File: config.mk
export PLATFORM = sky130hd
export DESIGN_NAME = sdma_top
export DESIGN_NICKNAME = d
export VERILOG_FILES = /design/src/rtl/sdma_pkg.sv /design/src/rtl/sdma_regs.sv /design/src/rtl/sdma_engine.sv /design/src/rtl/sdma_top.sv
export SDC_FILE = /design/constraint.sdc
export NUM_CORES = 1
export LEC_CHECK = 0
export BUFFER_PORTS_ARGS = -buffer_cell sky130_fd_sc_hd__buf_4
export CORE_ASPECT_RATIO = 1.2
export CORE_UTILIZATION = 55
export CTS_BUF_LIST = sky130_fd_sc_hd__clkbuf_2
export CTS_CLUSTER_SIZE = 12
export DETAILED_ROUTE_END_ITERATION = 7
export PLACE_DENSITY = 0.85
export REMOVE_ABC_BUFFERS = 1
export SYNTH_ARGS = -nofsm -noshare
export SYNTH_HDL_FRONTEND = slang
export SYNTH_SLANG_ARGS = --single-unit
File: constraint.sdc
create_clock -name clk_i -period 7.35 [get_ports clk_i]
set_clock_uncertainty 0.05 [all_clocks]
set_input_delay 1.47 -clock clk_i [delete_from_list [all_inputs] [get_ports clk_i]]
set_output_delay 1.47 -clock clk_i [all_outputs]
set_load 0.01 [all_outputs]
File: src/rtl/sdma_pkg.sv
`timescale 1ns/1ps
package sdma_pkg;
  typedef enum logic [2:0] {
    ST_IDLE, ST_RD_BUF, ST_RD_MEM, ST_RD_ACK, ST_WR_MEM, ST_WR_RSP, ST_WR_BUF
  } st_e;

  localparam logic [2:0] RA_EXT   = 3'd0;
  localparam logic [2:0] RA_MODE  = 3'd1;
  localparam logic [2:0] RA_CTL   = 3'd2;
  localparam logic [2:0] RA_CHRST = 3'd3;
  localparam logic [2:0] RA_DONE  = 3'd4;
  localparam logic [2:0] RA_ERR   = 3'd5;
  localparam logic [2:0] RA_LO    = 3'd6;
  localparam logic [2:0] RA_HI    = 3'd7;

  localparam int B_EXT_EN   = 1;
  localparam int B_DIR_RD   = 16;
  localparam int B_INC      = 0;
  localparam int B_GO       = 0;
  localparam int B_RST_WR   = 8;
  localparam int B_RST_RD   = 9;
  localparam int B_DONE_WR  = 16;
  localparam int B_DONE_RD  = 17;
  localparam int B_DONE_RD2 = 20;
  localparam int B_ERR_WR   = 16;
  localparam int B_ERR_RD   = 17;

  localparam logic [31:0] EXT_MASK  = 32'h0000_0002;
  localparam logic [31:0] MODE_MASK = 32'h0001_0001;
  localparam logic [31:0] DONE_MASK = 32'h0013_0000;
  localparam logic [31:0] ERR_MASK  = 32'h0003_0000;

  localparam int ALIGN_BITS = 4;
endpackage

File: src/rtl/sdma_regs.sv
`timescale 1ns/1ps
module sdma_regs
  import sdma_pkg::*;
(
  input  logic        clk_i,
  input  logic        rst_ni,
  input  logic        we_i,
  input  logic [2:0]  addr_i,
  input  logic [31:0] wdata_i,
  output logic [31:0] rdata_o,
  input  logic        set_done_wr_i,
  input  logic        set_done_rd_i,
  input  logic        set_done_rd2_i,
  input  logic        set_err_wr_i,
  input  logic        set_err_rd_i,
  output logic        start_o,
  output logic        dir_rd_o,
  output logic        inc_o,
  output logic [63:0] base_o,
  output logic        rst_wr_o,
  output logic        rst_rd_o
);
  logic [31:0] ext_q, mode_q, done_q, err_q, lo_q, hi_q;
  logic [31:0] done_set, err_set;

  always_comb begin
    done_set = '0;
    done_set[B_DONE_WR]  = set_done_wr_i;
    done_set[B_DONE_RD]  = set_done_rd_i;
    done_set[B_DONE_RD2] = set_done_rd2_i;
    err_set = '0;
    err_set[B_ERR_WR] = set_err_wr_i;
    err_set[B_ERR_RD] = set_err_rd_i;
  end

  always_ff @(posedge clk_i or negedge rst_ni) begin
    if (!rst_ni) begin
      ext_q <= '0; mode_q <= '0; done_q <= '0;
      err_q <= '0; lo_q <= '0; hi_q <= '0;
    end else begin
      if (we_i && addr_i == RA_EXT)  ext_q  <= wdata_i & EXT_MASK;
      if (we_i && addr_i == RA_MODE) mode_q <= wdata_i & MODE_MASK;
      if (we_i && addr_i == RA_LO)   lo_q   <= wdata_i;
      if (we_i && addr_i == RA_HI)   hi_q   <= wdata_i;
      // hardware set wins over a same-cycle software write
      done_q <= ((we_i && addr_i == RA_DONE) ? (wdata_i & DONE_MASK) : done_q) | done_set;
      err_q  <= ((we_i && addr_i == RA_ERR)  ? (wdata_i & ERR_MASK)  : err_q)  | err_set;
    end
  end

  always_comb begin
    unique case (addr_i)
      RA_EXT:  rdata_o = ext_q;
      RA_MODE: rdata_o = mode_q;
      RA_DONE: rdata_o = done_q;
      RA_ERR:  rdata_o = err_q;
      RA_LO:   rdata_o = lo_q;
      RA_HI:   rdata_o = hi_q;
      default: rdata_o = '0;
    endcase
  end

  assign start_o  = we_i && addr_i == RA_CTL && wdata_i[B_GO] && ext_q[B_EXT_EN];
  assign rst_wr_o = we_i && addr_i == RA_CHRST && wdata_i[B_RST_WR];
  assign rst_rd_o = we_i && addr_i == RA_CHRST && wdata_i[B_RST_RD];
  assign dir_rd_o = mode_q[B_DIR_RD];
  assign inc_o    = mode_q[B_INC];
  assign base_o   = {hi_q, lo_q};

  a_r8_sw_clear: assert property (@(posedge clk_i) disable iff (!rst_ni)
    (we_i && addr_i == RA_DONE && wdata_i == '0 &&
     !set_done_wr_i && !set_done_rd_i && !set_done_rd2_i) |=> (rdata_o == '0 || addr_i != RA_DONE) && done_q == '0);
endmodule

File: src/rtl/sdma_engine.sv
`timescale 1ns/1ps
module sdma_engine
  import sdma_pkg::*;
#(
  parameter int DATA_W = 32,
  parameter int LEN_W  = 26
) (
  input  logic              clk_i,
  input  logic              rst_ni,
  input  logic              start_i,
  input  logic              dir_rd_i,
  input  logic              inc_i,
  input  logic [63:0]       base_i,
  input  logic [LEN_W-1:0]  len_i,
  input  logic              abort_rd_i,
  input  logic              abort_wr_i,
  output logic              set_done_wr_o,
  output logic              set_done_rd_o,
  output logic              set_done_rd2_o,
  output logic              set_err_wr_o,
  output logic              set_err_rd_o,
  output logic              mem_req_o,
  output logic              mem_we_o,
  output logic [63:0]       mem_addr_o,
  output logic [DATA_W-1:0] mem_wdata_o,
  input  logic              mem_ready_i,
  input  logic              mem_wack_i,
  input  logic              mem_rvalid_i,
  input  logic [DATA_W-1:0] mem_rdata_i,
  input  logic              buf_rd_valid_i,
  input  logic [DATA_W-1:0] buf_rd_data_i,
  output logic              buf_rd_ready_o,
  output logic              buf_wr_valid_o,
  output logic [DATA_W-1:0] buf_wr_data_o,
  input  logic              buf_wr_ready_i
);
  localparam int STEP = DATA_W / 8;

  st_e               st_q, st_d;
  logic [LEN_W-1:0]  cnt_q;
  logic [63:0]       ptr_q;
  logic [DATA_W-1:0] dat_q;
  logic              rd_buf_done_q;

  logic idle, in_rd, in_wr, misal, launch, len_zero, abort, last;
  logic buf_take, mem_wdone, wr_hand;

  assign idle     = st_q == ST_IDLE;
  assign in_rd    = st_q inside {ST_RD_BUF, ST_RD_MEM, ST_RD_ACK};
  assign in_wr    = st_q inside {ST_WR_MEM, ST_WR_RSP, ST_WR_BUF};
  assign misal    = |base_i[ALIGN_BITS-1:0];
  assign launch   = start_i && idle;
  assign len_zero = len_i == '0;
  assign abort    = (abort_rd_i && in_rd) || (abort_wr_i && in_wr);
  assign last     = cnt_q == LEN_W'(1);
  assign buf_take = st_q == ST_RD_BUF && buf_rd_valid_i;
  assign mem_wdone = st_q == ST_RD_ACK && mem_wack_i;
  assign wr_hand  = st_q == ST_WR_BUF && buf_wr_ready_i;

  assign set_err_rd_o   = launch && misal && dir_rd_i;
  assign set_err_wr_o   = launch && misal && !dir_rd_i;
  assign set_done_rd_o  = (buf_take && last && !abort) || (launch && !misal && len_zero && dir_rd_i);
  assign set_done_rd2_o = (mem_wdone && last && !abort) || (launch && !misal && len_zero && dir_rd_i);
  assign set_done_wr_o  = (wr_hand && last && !abort) || (launch && !misal && len_zero && !dir_rd_i);

  always_comb begin
    st_d = st_q;
    unique case (st_q)
      ST_IDLE:   if (launch && !misal && !len_zero) st_d = dir_rd_i ? ST_RD_BUF : ST_WR_MEM;
      ST_RD_BUF: if (buf_rd_valid_i) st_d = ST_RD_MEM;
      ST_RD_MEM: if (mem_ready_i) st_d = ST_RD_ACK;
      ST_RD_ACK: if (mem_wack_i) st_d = last ? ST_IDLE : ST_RD_BUF;
      ST_WR_MEM: if (mem_ready_i) st_d = ST_WR_RSP;
      ST_WR_RSP: if (mem_rvalid_i) st_d = ST_WR_BUF;
      ST_WR_BUF: if (buf_wr_ready_i) st_d = last ? ST_IDLE : ST_WR_MEM;
      default:   st_d = ST_IDLE;
    endcase
    if (abort) st_d = ST_IDLE;
  end

  always_ff @(posedge clk_i or negedge rst_ni) begin
    if (!rst_ni) begin
      st_q <= ST_IDLE;
      cnt_q <= '0;
      ptr_q <= '0;
      dat_q <= '0;
      rd_buf_done_q <= 1'b0;
    end else begin
      st_q <= st_d;
      if (launch) begin
        cnt_q <= len_i;
        ptr_q <= base_i;
        rd_buf_done_q <= 1'b0;
      end
      if (buf_take) begin
        dat_q <= buf_rd_data_i;
        if (last) rd_buf_done_q <= 1'b1;
      end
      if (st_q == ST_WR_RSP && mem_rvalid_i) dat_q <= mem_rdata_i;
      if (mem_wdone || wr_hand) begin
        cnt_q <= cnt_q - LEN_W'(1);
        ptr_q <= ptr_q + (inc_i ? 64'(STEP) : 64'd0);
      end
    end
  end

  assign mem_req_o      = st_q == ST_RD_MEM || st_q == ST_WR_MEM;
  assign mem_we_o       = st_q == ST_RD_MEM;
  assign mem_addr_o     = ptr_q;
  assign mem_wdata_o    = dat_q;
  assign buf_rd_ready_o = st_q == ST_RD_BUF;
  assign buf_wr_valid_o = st_q == ST_WR_BUF;
  assign buf_wr_data_o  = dat_q;

  a_r7_misal_quiet: assert property (@(posedge clk_i) disable iff (!rst_ni)
    (launch && misal) |=> (!mem_req_o && !buf_rd_ready_o && !buf_wr_valid_o));
  a_r3_req_hold: assert property (@(posedge clk_i) disable iff (!rst_ni)
    (mem_req_o && !mem_ready_i && !abort) |=> (mem_req_o && $stable(mem_addr_o) && $stable(mem_we_o)));
  a_r9_abort_quiet: assert property (@(posedge clk_i) disable iff (!rst_ni)
    abort |=> (!mem_req_o && !buf_rd_ready_o && !buf_wr_valid_o));
  a_r5_rd2_order: assert property (@(posedge clk_i) disable iff (!rst_ni)
    (set_done_rd2_o && st_q == ST_RD_ACK) |-> rd_buf_done_q);
  a_r10_busy_hold: assert property (@(posedge clk_i) disable iff (!rst_ni)
    (start_i && !idle && !abort && !mem_wdone && !wr_hand) |=> ($stable(cnt_q) && $stable(ptr_q)));
endmodule

File: src/rtl/sdma_top.sv
`timescale 1ns/1ps
module sdma_top
  import sdma_pkg::*;
#(
  parameter int SIZE_W = 10,
  parameter int CNT_W  = 16,
  parameter int DATA_W = 32
) (
  input  logic              clk_i,
  input  logic              rst_ni,
  input  logic              reg_we_i,
  input  logic [2:0]        reg_addr_i,
  input  logic [31:0]       reg_wdata_i,
  output logic [31:0]       reg_rdata_o,
  input  logic [SIZE_W-1:0] blk_size_i,
  input  logic [CNT_W-1:0]  blk_cnt_i,
  output logic              mem_req_o,
  output logic              mem_we_o,
  output logic [63:0]       mem_addr_o,
  output logic [DATA_W-1:0] mem_wdata_o,
  input  logic              mem_ready_i,
  input  logic              mem_wack_i,
  input  logic              mem_rvalid_i,
  input  logic [DATA_W-1:0] mem_rdata_i,
  input  logic              buf_rd_valid_i,
  input  logic [DATA_W-1:0] buf_rd_data_i,
  output logic              buf_rd_ready_o,
  output logic              buf_wr_valid_o,
  output logic [DATA_W-1:0] buf_wr_data_o,
  input  logic              buf_wr_ready_i
);
  localparam int LEN_W   = SIZE_W + CNT_W;
  localparam int BYTE_SH = $clog2(DATA_W / 8);

  logic [LEN_W-1:0] bytes_w, words_w;
  logic start, dir_rd, inc, rst_wr, rst_rd;
  logic [63:0] base;
  logic s_done_wr, s_done_rd, s_done_rd2, s_err_wr, s_err_rd;

  assign bytes_w = LEN_W'(blk_size_i) * LEN_W'(blk_cnt_i);
  assign words_w = bytes_w >> BYTE_SH;

  sdma_regs u_regs (
    .clk_i, .rst_ni,
    .we_i(reg_we_i), .addr_i(reg_addr_i), .wdata_i(reg_wdata_i), .rdata_o(reg_rdata_o),
    .set_done_wr_i(s_done_wr), .set_done_rd_i(s_done_rd), .set_done_rd2_i(s_done_rd2),
    .set_err_wr_i(s_err_wr), .set_err_rd_i(s_err_rd),
    .start_o(start), .dir_rd_o(dir_rd), .inc_o(inc), .base_o(base),
    .rst_wr_o(rst_wr), .rst_rd_o(rst_rd)
  );

  sdma_engine #(.DATA_W(DATA_W), .LEN_W(LEN_W)) u_eng (
    .clk_i, .rst_ni,
    .start_i(start), .dir_rd_i(dir_rd), .inc_i(inc), .base_i(base), .len_i(words_w),
    .abort_rd_i(rst_rd), .abort_wr_i(rst_wr),
    .set_done_wr_o(s_done_wr), .set_done_rd_o(s_done_rd), .set_done_rd2_o(s_done_rd2),
    .set_err_wr_o(s_err_wr), .set_err_rd_o(s_err_rd),
    .mem_req_o, .mem_we_o, .mem_addr_o, .mem_wdata_o,
    .mem_ready_i, .mem_wack_i, .mem_rvalid_i, .mem_rdata_i,
    .buf_rd_valid_i, .buf_rd_data_i, .buf_rd_ready_o,
    .buf_wr_valid_o, .buf_wr_data_o, .buf_wr_ready_i
  );
endmodule

Word level (Yosys, flattened, before mapping). Index checks and enable logic that the tools add are counted. Widths: inputs -> output; s select.

$add $sub $neg: 2. Multiply operators: 1. Equal/unequal tests: 21. Muxes and demuxes: 22. Bitwise logic cells: 2. Reduce and logical (&&, ||, !) cells: 52.

Operators by type and width (count): $pmux 32 s6 (1); $mux 32 (4); $mux 64 (2); $add 64x64->64 (1); $mux 26 (2); $logic_and 1x1->1 (33); $mux 3 (11); $or 32x18->32 (1); $or 32x21->32 (1); $eq 26x1->1 const B (1); $logic_not 26->1 (1); $mul 10x16->26 (1); $sub 26x1->26 const B (1); $eq 3x3->1 const B (7); $pmux 3 s7 (1); $eq 3x2->1 const B (4); $ne 3x2->1 const B (4); $reduce_and 7->1 (1); $eq 3x1->1 const B (2); $logic_not 3->1 (2); $logic_or 1x1->1 (6); $ne 3x1->1 const B (2); $reduce_bool 3->1 (2); $logic_not 1->1 (4); other kinds (4) (5).

Register bits after elaboration: 256. Input port bits: 133.

Depth between registers and ports, before layout. Gate-level depths: netlist (run 1).

Depth after elaboration: 10. Depth in mapped cells: 22.

Modules after synthesis. A second synthesis (run 1) with hierarchy kept.

Cell total of the unflattened synthesis: 1722. Area, all modules: 16047.9 µm².

By module, submodules not included: sdma_engine (instances 1, cells an instance 884, area an instance 7564.8 µm², seq. area each 3128.0 µm²); sdma_top (instances 1, cells an instance 607, area an instance 5138.7 µm², seq. area each 0.0 µm²); sdma_regs (instances 1, cells an instance 231, area an instance 3344.5 µm², seq. area each 1801.7 µm²).

Least setup slack after synthesis (run 1). No wires, ideal clock.

Path type: in2reg. From: input blk_size_i[3]. To: register u_eng.st_q[0]. Setup time: 0.140 ns. Data arrival time: 6.762 ns. Data required time: 7.160 ns. Path slack: 0.398 ns. Cell stages on the path: 22. Buffers on the path: 2. Cell sequence: clkbuf_1 > nand2_1 > fa_1 > inv_1 > fa_1 > inv_1 > fa_1 > inv_1 > fa_1 > inv_1 > fa_1 > inv_1 > ha_1 > buf_2 > a21o_1 > a31oi_1 > o21a_1 > a2111oi_0 > or4b_1 > a311oi_1 > and4_1 > a22oi_1.

Longest elaborated chain between the ends: 6.

Ends and longest elaborated chain: start, declared (RTL line sdma_top.sv:15) `input logic [SIZE_W-1:0] blk_size_i,`; $mul 10x16->26 (RTL line sdma_top.sv:40) `assign bytes_w = LEN_W'(blk_size_i) * LEN_W'(blk_cnt_i);`; $logic_not 26->1 (RTL line sdma_engine.sv:53) `assign len_zero = len_i == '0;`; $logic_not 1->1 (RTL line sdma_engine.sv:69) `ST_IDLE: if (launch && !misal && !len_zero) st_d = dir_rd_i ? ST_RD_BUF : ST_WR_MEM;`; $logic_and 1x1->1 (RTL line sdma_engine.sv:69); $ne 3x3->1 (no line); $reduce_and 7->1 (no line); end signal, assigned (RTL line sdma_engine.sv:89) `st_q <= st_d;`; end, declared (RTL line sdma_engine.sv:39) `st_e st_q, st_d;`.

No other way between the ends. A chain may end at the register's enable or synchronous reset.

Worst setup path in the final report (run 1).
From: input blk_size_i[3]. To: register u_regs.done_q[16].

Longest elaborated chain between the ends: 6.

Ends and longest elaborated chain: $mul 10x16->26 (RTL line sdma_top.sv:40); $logic_not 26->1 (RTL line sdma_engine.sv:53); $logic_and 1x1->1 (2 in a row) (RTL line sdma_engine.sv:64) `assign set_done_wr_o = (wr_hand && last && !abort) || (launch && !misal && len_zero && !dir_rd_i);`; $logic_or 1x1->1 (RTL line sdma_engine.sv:64); $or 32x21->32 (RTL line sdma_regs.sv:46) `done_q <= ((we_i && addr_i == RA_DONE) ? (wdata_i & DONE_MASK) : done_q) | done_set;`; end signal, assigned (RTL line sdma_regs.sv:46); end, declared (RTL line sdma_regs.sv:23) `logic [31:0] ext_q, mode_q, done_q, err_q, lo_q, hi_q;`.

No other way between the ends.

==> run_results.csv, run 1 <==
group,metric,value,unit
timing,slew_violations,0,
global_route,grt_pass1_vias,14000,
finish,layout.nets,2227,
worst_setup_path,rrSetupSlack,3.70,ns
global_route,grt.met2_usage,53.2,%
run,maxCapViolCount,0,
power,clockPowerShare,7.9,%
timing,relSlewSlack,10.9,%
power,vdd_drop_max,0.000271,V
yosys,yosysWarnings,0,
timing,final.min_clock_period,6.48,ns
placed_design,routabilityCongestion,0.921,
global_route,grt_max_degree,126,
global_route,grt-ovfl-total,0,
route,wl_per_cell,19.4,microns
global_route,met1_usage,38.5,%
global_route,busiest_layer,"met2",
placed_design,dp_hpwl,34200,microns
yosys,synthTopCellsByCount,"nand2_1 (240), dfrtp_1 (197), inv_1 (128)",
yosys,synth.most_common_cell,"nand2_1",
clock_tree,cts_tree,"yes",
power,p_total,6.46,mW
power,seq_power_share,27.4,%
worst_setup_path,reg2regPathDepth,8,
route,drc,0,
yosys,yosys.area.top_type,"dfrtp_1",
clock_tree,clk_latency,0.81,ns
yosys,netlist_instances,1723,
worst_setup_path,crit_fanout,16,
global_route,antenna_found_initial,1,
timing,setup_viol,0,
yosys,synth_flop_cell,"dfrtp_1",
route,vias,14000,
timing,rsz0062_at_grt,"no",
clock_tree,cts_max_level,4,
global_route,grt_pass1_wl,72000,microns
worst_setup_path,crit_type,"in2reg",
yosys,syn_area,15900,sq um
finish,syn_to_final_growth,15.0,%
worst_setup_path,startpoint,"blk_size_i[3]",
finish,seqCellArea,4930,sq um
power,leakage,8.62,nW
floorplanning,die_h,188,microns
yosys,async_flop_share,100,%
floorplanning,core-area,28200,sq um
placed_design,placedCellCount,2280,
floorplanning,fp.dieArea,29600,sq um
floorplanning,die_width,157,microns
worst_setup_path,cp.arrival,7.17,ns
timing,post-route-period-util,88.1,%
timing,fmaxAchievable,0.154,GHz
yosys,syn_avg_cell_area,9.22,sq um
clock_tree,holdBufCountCts,0,
finish,stdcell_count,2313,
clock_tree,clk_path_buf_depth,2,
finish,multi_input_area,9860,sq um
power,power_frac_comb,64.8,%
placed_design,placed_cell_area,18100,sq um
clock_tree,cts_resized,0,
worst_setup_path,crit_path_start_kind,"input pin",
placed_design,portBuffers,296,
yosys,ys_ff_latch,197,
floorplanning,start_util,56.4,%
worst_setup_path,cp.required,8.04,ns
worst_setup_path,worstReg2RegStart,"u_eng.mem_addr_o[8]",
clock_tree,path_clk_slew,0.29,ns
worst_setup_path,worstSetupEndpoint,"u_regs.done_q[16]",
yosys,synthTopCellsByArea,"dfrtp_1 (31%), fa_1 (14%), nand2_1 (5.7%), ha_1 (5.0%), mux2_2 (4.7%)",
floorplanning,rows,67,
route,routed_wl,45000,microns
clock_tree,clock_sinks,197,
power,power.density,353,nW/um^2
floorplanning,io_pins,297,
yosys,synth_cell_types,78,
yosys,yosys.area.top_type_share,31.0,%
timing,tightestPinTransition,1.33,ns
worst_setup_path,r2r-end,"u_eng.mem_addr_o[51]",
worst_hold_path,hold_class,"reg2reg",
clock_tree,cts_buffers,17,
run_status,outcome,"finished clean",
global_route,grt_usage,30.9,%
yosys,seq_area_frac_synth,31.0,%
route,first_iter_violations,1041,
power,p_int,3.29,mW
timing,hold_violations,0,
finish,drive_above_1_share,22.2,%
route,avgViaCountPerCell,6.04,
route,drt.antenna.violating_nets,0,
worst_setup_path,end_kind,"flip-flop",
finish,final_cell_area,18300,sq um
power,power_switching,3.17,mW
global_route,grtUsageMet3,4.19,%
clock_tree,cts-root-buf,"clkbuf_2",
clock_tree,cts_setup_buffers,0,
power,p_sw_share,49.1,%
yosys,synth-edff-count,0,
route,drt_pass1_iterations,7,
finish,nFillCells,2329,
-- through the flow --
step	util [%]	hold slack [ns]	setup TNS [ns]	setup WS [ns]
2_1_floorplan	-	0.388	-5.67	-0.361
3_3_place_gp	64.1	0.409	0	0.263
3_5_place_dp	64.1	0.428	0	0.145
4_1_cts	64.9	0.461	0	1.06
5_1_grt	64.9	0.466	0	0.517
6_report	64.9	0.446	0	0.872
-- power by group through the flow --
stage	Combinational [mW]	Sequential, mW	Clock (mW)
2_1_floorplan	2.77	1.79	0
3_3_place_gp	4.04	1.76	0
3_5_place_dp	4.14	1.78	0
4_1_cts	4.16	1.75	0.516
5_1_grt	4.67	1.81	0.551
6_report	4.18	1.77	0.508
-- state kept, by name, indices dropped and copies added, names as in the netlist --
| register | flops |
|---|---|
| u_eng.buf_wr_data_o | 32 |
| u_regs.hi_q | 32 |
| u_eng.mem_addr_o | 64 |
| u_regs.ext_q | 1 |
| u_regs.lo_q | 32 |
| u_regs.mode_q | 2 |
| u_eng.st_q | 3 |
| u_regs.err_q | 2 |
| u_regs.done_q | 3 |
| u_eng.cnt_q | 26 |
-- layout by cell type, fill, tap and decap left out, types with 8 or more instances in the layout --
cell and n:
o311ai_0 18, o21ai_0 60, xor2_1 8, nand3_1 49, nand2_1 239, o211ai_1 26
a221o_1 15, a22oi_1 9, a22o_1 27, nor3_1 28, and2_1 85, mux2i_1 40
nor2_1 85, nand4_1 19, and3_1 23, o21ai_1 18, a31oi_1 18, nor3b_1 8
nor4_1 14, or4_1 10, clkbuf_2 20, buf_4 306, fa_1 110, ha_1 64
xnor2_1 11, inv_1 128, a21oi_1 82, mux2_2 67, o311ai_1 14, nor2b_1 8
dfrtp_1 197
-- cells by family after synthesis --
kind of cell | count (synthesis) | share of synthesized area [%]
fa+ha+maj | 174 | 18.9
compound gates | 349 | 15.1
buf+inv | 258 | 6.96
flops | 197 | 31.0
xor+xnor | 19 | 1.05
mux | 110 | 7.62
simple gates | 616 | 19.3
-- worst min path at each step --
stage	slack, ns	startpoint	end	cells after the start
global route	0.47	u_regs.lo_q[8]	u_eng.mem_addr_o[8]	2
floorplan	0.39	u_eng.cnt_q[25]	u_eng.cnt_q[25]	1
detailed placement	0.43	u_eng.cnt_q[25]	u_eng.cnt_q[25]	1
finish	0.45	u_regs.lo_q[8]	u_eng.mem_addr_o[8]	2
CTS	0.46	u_eng.cnt_q[25]	u_eng.cnt_q[25]	1
global placement	0.41	u_eng.cnt_q[25]	u_eng.cnt_q[25]	1
-- critical path, cell delays in order --
cell	delay, ns
buf_4	0.19
nand2_1	0.10
fa_1	0.54
inv_1	0.05
fa_1	0.50
inv_1	0.05
fa_1	0.48
inv_1	0.06
fa_1	0.53
inv_1	0.05
fa_1	0.52
inv_1	0.04
ha_1	0.42
a21o_1	0.26
a31oi_1	0.15
o21a_1	0.23
a2111oi_0	0.51
o21ai_0	0.24
a311oi_1	0.36
nand4_1	0.21
o21ai_1	0.20
-- layout make-up --
cell class                 instances  share of cell area [%]
multi-input combinational       1268                    54.0
sequential                       197                    27.0
timing repair buffer             307                    12.6
inverter                         129                    2.65
tap                              379                    2.60
clock inverter                    12                   0.582
clock buffer                      20                   0.548
antenna                            1                  0.0137
-- per-layer routing --
layer  part of all wire [%]  vias to the layer above
met4                    3.6                        0
li1                       -                     6402
met1                     40                     6926
met3                    6.0                      115
met5                      0                        -
met2                     51                      521
(Power assumes the default switching activity.)
==> run 2, diff against run 1 <==
- ABC_AREA: default -> 1
==> run 2 against run 1 <==
  * Total power up 7.9%
  * First-iteration DRC count up 47%
  * Cell count up 27%
  * Register-to-register slack worse by 0.36 ns
  * Wire length up 9.4%
  * Largest cell class unchanged
==> run_results.csv, run 2 <==
group,metric,value,unit
worst_setup_path,end_kind,"flip-flop",
worst_hold_path,hold-path-endpoint,"u_regs.lo_q[11]",
global_route,grt_usage,31.7,%
run_status,outcome,"finished clean",
clock_tree,clk_latency,0.84,ns
finish,drive_above_1_share,15.4,%
finish,final_cell_area,19500,sq um
route,first_iter_violations,1530,
yosys,netlist_instances,2321,
timing,setup_viol,0,
timing,hold_violations,0,
route,routed_wl,49200,microns
yosys,yosysWarnings,0,
global_route,grt_max_degree,95,
timing,holdWs,0.471,ns
yosys,synthTopCellsByArea,"dfrtp_1 (29%), nand2_1 (13%), fa_1 (13%), inv_1 (10%), o21ai_0 (4.8%)",
floorplanning,rows,70,
route,drt_pass1_iterations,6,
worst_setup_path,crit_path_start_kind,"input pin",
timing,fin_setup_tns,0,ns
worst_hold_path,worstHoldStart,"u_regs.lo_q[11]",
run,maxCapViolCount,0,
yosys,synth_cell_types,54,
yosys,yosys.area.top_type_share,28.9,%
floorplanning,fp.dieArea,31700,sq um
worst_hold_path,hold_class,"reg2reg",
worst_setup_path,rrSetupSlack,3.34,ns
yosys,yosys.area.top_type,"dfrtp_1",
power,power.density,358,nW/um^2
finish,final_common_cell,"nand2_1",
worst_setup_path,r2r-end,"u_eng.buf_wr_data_o[0]",
placed_design,portBuffers,296,
worst_setup_path,cp.arrival,6.85,ns
route,drt.antenna.violating_nets,0,
placed_design,routabilityCongestion,0.993,
yosys,seq_area_frac_synth,28.9,%
worst_setup_path,worstReg2RegStart,"u_eng.st_q[0]",
yosys,syn_avg_cell_area,7.34,sq um
yosys,ys_ff_latch,197,
yosys,synth_flop_cell,"dfrtp_1",
global_route,antenna_found_initial,1,
timing,slew_violations,0,
clock_tree,cts_setup_buffers,0,
finish,layout.nets,2824,
floorplanning,core-area,30500,sq um
worst_setup_path,reg2regPathDepth,10,
yosys,syn_area,17000,sq um
yosys,synth-edff-count,0,
floorplanning,io_pins,297,
placed_design,dp_hpwl,38100,microns
clock_tree,clock_sinks,197,
global_route,grt_pass1_wl,79800,microns
yosys,synthTopCellsByCount,"nand2_1 (603), inv_1 (462), dfrtp_1 (197)",
timing,fmaxAchievable,0.164,GHz
route,wl_per_cell,16.8,microns
power,vdd_drop_max,0.000260,V
global_route,grt_pass1_vias,16300,
global_route,grt-ovfl-total,0,
floorplanning,die_width,163,microns
power,leakage,10.5,nW
placed_design,placed_cell_area,19200,sq um
clock_tree,cts_buffers,17,
clock_tree,cts_max_level,4,
worst_setup_path,cp.required,8.09,ns
route,drc,0,
worst_hold_path,holdPathStages,2,
floorplanning,die_h,195,microns
finish,largest_reg_flops,64,
finish,most-common-layout-cells,"nand2_1 (600), inv_1 (462), buf_4 (304)",
timing,rsz0062_at_grt,"no",
yosys,async_flop_share,100,%
timing,final.min_clock_period,6.11,ns
clock_tree,holdBufCountCts,0,
clock_tree,cts-root-buf,"clkbuf_2",
route,avgViaCountPerCell,5.57,
timing,post-route-period-util,83.1,%
clock_tree,cts_tree,"yes",
worst_setup_path,crit_fanout,16,
floorplanning,start_util,55.9,%
yosys,synth.most_common_cell,"nand2_1",
finish,syn_to_final_growth,14.3,%
worst_setup_path,crit_type,"in2reg",
clock_tree,cts_resized,0,
route,vias,16300,
finish,nFillCells,2678,
clock_tree,clk_path_buf_depth,2,
timing,tightestPinTransition,1.14,ns
timing,relSlewSlack,23.5,%
clock_tree,path_clk_slew,0.26,ns
==> run 2: worst max-delay path by stage <==
stage                              from             to  slack (ns)  cells past startpoint
final                     blk_size_i[3]  u_eng.st_q[2]        1.24                     28
after floorplan            blk_cnt_i[5]  u_eng.st_q[2]        1.35                     29
after global placement    blk_size_i[3]  u_eng.st_q[2]        0.58                     28
after global routing      blk_size_i[3]  u_eng.st_q[2]        0.96                     28
after detailed placement  blk_size_i[3]  u_eng.st_q[2]        0.44                     28
after CTS                 blk_size_i[3]  u_eng.st_q[2]        1.31                     28
==> run 2: metrics by stage <==
step	util, %	std cells	power (mW)	worst slack [ns]
after detailed placement	63.1	2894	6.39	0.437
after floorplan	-	2193	4.80	1.35
after CTS	63.9	2926	6.97	1.31
after global placement	63.1	2894	6.29	0.582
final	63.9	2927	6.97	1.24
after global routing	63.9	2927	7.67	0.962
==> run 2: final cells by class <==
type | instances | area (sq um) | share of cell area (%)
Sequential cell | 197 | 4930 | 25.3
Timing Repair Buffer | 305 | 2300 | 11.8
Clock buffer | 18 | 90.1 | 0.463
Multi-Input combinational cell | 1529 | 9750 | 50.1
Antenna cell | 1 | 2.50 | 0.0129
Clock inverter | 14 | 151 | 0.778
Tap cell | 396 | 495 | 2.55
Inverter | 467 | 1750 | 9.01
==> run 2: power breakdown <==
part / switching, mW / leakage (nW) / internal, mW
Clock: 0.397 / 0.144 / 0.163
Combinational: 2.78 / 7.89 / 1.76
Sequential: 0.424 / 2.50 / 1.44
Total: 3.60 / 10.5 / 3.37
==> run 2: routing by layer <==
metal / part of all wire [%] / up-vias / wire (microns) / GRT usage, %
met3: 7.8 / 172 / 3850 / 5.46
met4: 4.3 / 0 / 2130 / 14.2
met5: 0 / - / 0 / 0
met2: 51 / 789 / 24900 / 55.4
met1: 37 / 7679 / 18300 / 37.8
li1: - / 7661 / - / -
==> run 2: cells by family after synthesis <==
kind of cell	after synthesis	synth area share, %
and+or+nand+nor	985	25.3
buffers and inverters	595	13.9
AOI/OAI and AO/OA	320	11.6
DFF	197	28.9
adders and majority gates	174	17.6
xor gates and xnor gates	50	2.57
==> run 2: critical path, stage by stage <==
cell and delay (ns):
buf_4 0.21, nand2_1 0.11, fa_1 0.54, inv_1 0.05
fa_1 0.50, inv_1 0.06, fa_1 0.47, inv_1 0.05
fa_1 0.54, inv_1 0.06, fa_1 0.55, inv_1 0.04
ha_1 0.34, nand2_1 0.11, nor2_1 0.28, nand3_1 0.12
nand3_1 0.21, xnor2_1 0.17, nand2_1 0.07, nor2_1 0.12
nand2_1 0.07, nor2_1 0.14, nand2_1 0.14, nand2_1 0.10
nand2_2 0.08, nand2_2 0.08, nand3_1 0.07, nand2_1 0.08
==> run 3, diff against run 2 <==
- ABC_AREA: 1 -> 0
- CORE_UTILIZATION: 55 -> 53
- PLACE_DENSITY: 0.85 -> 0.86
- clock period: 7.35 -> 5.3 ns (I/O delays scaled with it)
==> run 3 against run 2 <==
  * The flow now finishes with violations (negative setup slack)
  * Total power grew 85%
  * Critical path depth shrank 7
  * Clock-buffer cell count is the same
  * Sequential share of layout area shrank 1.3 points
  * Clock power grew 32%
  * Non-clock buffer count grew 170
  * First-iteration DRC count grew 9.1%
  * Die area shrank 3.2%
  * Cell count shrank 15%
  * Critical endpoint is now u_regs.done_q[17]
  * Largest cell class unchanged
==> run_results.csv, run 3 (synthesized netlist as in run 1, its figures left out) <==
group,metric,value,unit
run_status,outcome,"finished with violations",
run_status,violations,"negative setup slack",
finish,drive_above_1_share,33.7,%
floorplanning,fp.dieArea,30700,sq um
route,drc,0,
timing,setup_viol,6,
global_route,grt_pass1_vias,15100,
power,p_total,12.9,mW
route,routed_wl,50000,microns
clock_tree,cts-root-buf,"clkbuf_2",
clock_tree,cts_tree,"yes",
route,vias,15200,
worst_setup_path,path_delay_family,"adder cells",
power,power_switching,5.93,mW
floorplanning,start_util,53.8,%
timing,fin_ws,-0.190,ns
clock_tree,clock_sinks,197,
clock_tree,path_clk_slew,0.27,ns
worst_setup_path,cp.required,6.00,ns
timing,slew_violations,0,
worst_setup_path,crit_type,"in2reg",
power,power_frac_comb,75.3,%
global_route,grt_usage,31.6,%
route,wl_per_cell,20.1,microns
route,first_iter_violations,1669,
timing,fin_setup_tns,-0.761,ns
finish,syn_to_final_growth,29.0,%
worst_setup_path,cp.arrival,6.19,ns
global_route,grt_max_degree,109,
route,avgViaCountPerCell,6.08,
worst_setup_path,path_cells,"buf_8 > and2_4 > fa_2 > fa_1 > inv_2 > fa_1 > inv_2 > fa_1 > inv_2 > fa_1 > inv_2 > ha_4 > buf_4 > and3_4 > a22oi_4 > buf_6 > nor3b_4 > o31a_1 > o22ai_2 > or4_4 > o21ai_2",
route,drt_pass1_iterations,6,
floorplanning,rows,69,
worst_setup_path,reg2regPathDepth,8,
worst_setup_path,crit_path_start_kind,"input pin",
power,seq_power_share,18.9,%
worst_hold_path,hold_class,"in2async",
worst_setup_path,slowest_delay,0.55,ns
power,clockPowerShare,5.7,%
timing,fmaxAchievable,0.182,GHz
worst_setup_path,critPathSlowestCell,"fa_1",
timing,final.min_clock_period,5.49,ns
placed_design,dp_hpwl,36700,microns
floorplanning,die_h,192,microns
clock_tree,cts_buffers,17,
timing,rsz0062_at_grt,"yes",
finish,most-common-layout-cells,"buf_4 (441), nand2_1 (229), dfrtp_1 (197)",
worst_setup_path,r2r-end,"u_eng.cnt_q[19]",
placed_design,placed_cell_area,19200,sq um
power,p_sw_share,45.9,%
power,vdd_drop_max,0.000535,V
placed_design,portBuffers,296,
floorplanning,die_width,160,microns
worst_setup_path,end_kind,"flip-flop",
power,leakage,9.64,nW
timing,hold_violations,0,
finish,final_cell_area,20500,sq um
run,maxCapViolCount,0,
global_route,grt-ovfl-total,0,
clock_tree,cts_max_level,4,
placed_design,routabilityCongestion,0.953,
finish,layout.nets,2395,
timing,post-route-period-util,104,%
floorplanning,io_pins,297,
finish,final_common_cell,"buf_4",
timing,tightestPinTransition,1.08,ns
route,drt.antenna.violating_nets,0,
finish,largest_reg_flops,64,
worst_setup_path,worstReg2RegStart,"u_eng.st_q[2]",
clock_tree,clk_path_buf_depth,2,
global_route,antenna_found_initial,1,
power,p_int,6.98,mW
worst_setup_path,crit_buf_inv,7,
clock_tree,clk_latency,0.83,ns
floorplanning,core-area,29500,sq um
worst_setup_path,rrSetupSlack,1.56,ns
worst_setup_path,crit_fanout,7,
power,power.density,630,nW/um^2
timing,relSlewSlack,28.0,%
global_route,grt_pass1_wl,77000,microns
run 3: cell count changes in the layout (fill, tap and decap cells not counted), sizes merged, moves of 59 or more:
cell   previous run  this run
o21ai           170        80
nor2            162        87
and2              3        86
nand3           108        49
nand2           611       240
inv             471       130
buf             304       474
a21oi            21        83
mux2              0        68
run 3: layout make-up:
cell class                      instances  area, sq um
Antenna cell                            1         2.50
Clock inverter                         14          136
Multi-Input combinational cell       1268        10600
Inverter                              129          487
Clock buffer                           18         90.1
Tap cell                              390          488
Sequential cell                       197         4930
Fill cell                            2137         9030
Timing Repair Buffer                  475         3760
run 3: what timing repair did:
action	4_1_cts	5_1_grt
pin swaps	94	64
resized for setup	124	65
hold buffers	0	0
setup buffers	17	9
endpoints found under the setup margin	11	12
run 3: worst max path at each step:
stage	start	end	slack, ns	cells after the start
after floorplan	reg_addr_i[2]	u_eng.mem_addr_o[40]	-2.00	6
after global placement	blk_cnt_i[1]	u_eng.st_q[0]	-1.16	18
after detailed placement	blk_cnt_i[1]	u_eng.st_q[0]	-1.24	20
after CTS	blk_size_i[4]	u_eng.st_q[0]	-0.04	18
after global routing	blk_size_i[9]	u_regs.done_q[16]	-0.24	21
final	blk_size_i[5]	u_regs.done_q[17]	-0.19	21
run 3: power groups by stage:
stage	Clock, mW	Sequential (mW)	Combinational (mW)
4_1_cts	0.752	2.42	8.63
2_1_floorplan	0	2.48	3.84
3_3_place_gp	0	2.42	7.20
6_report	0.740	2.45	9.73
5_1_grt	0.799	2.50	10.4
3_5_place_dp	0	2.45	7.40
run 3: metrics by stage:
step                setup slack [ns]  std cells  utilization [%]  hold slack (ns)
floorplan                      -2.00       1594                -            0.388
detailed placement             -1.24       2437             65.0            0.417
global route                  -0.245       2492             69.4            0.250
finish                        -0.190       2492             69.4            0.247
CTS                          -0.0445       2485             68.3            0.222
global placement               -1.16       2437             65.0            0.405
run 3: worst reg2reg max path, stage by stage, from the launching register on:
cell and delay, ns:
dfrtp_1 0.75, nand2_1 0.26, o21ai_1 0.24, and2_1 0.81, nand3_1 0.37, nor2_1 0.49, nand2_1 0.20, o311ai_0 0.35
nand3_1 0.13
run 3: layer usage:
metal | GRT usage [%] | wire, microns | vias to the layer above
met5 | 0 | 0 | -
li1 | - | - | 6735
met2 | 55.7 | 26100 | 729
met1 | 38.6 | 18700 | 7528
met3 | 3.61 | 3150 | 165
met4 | 15.7 | 2090 | 0
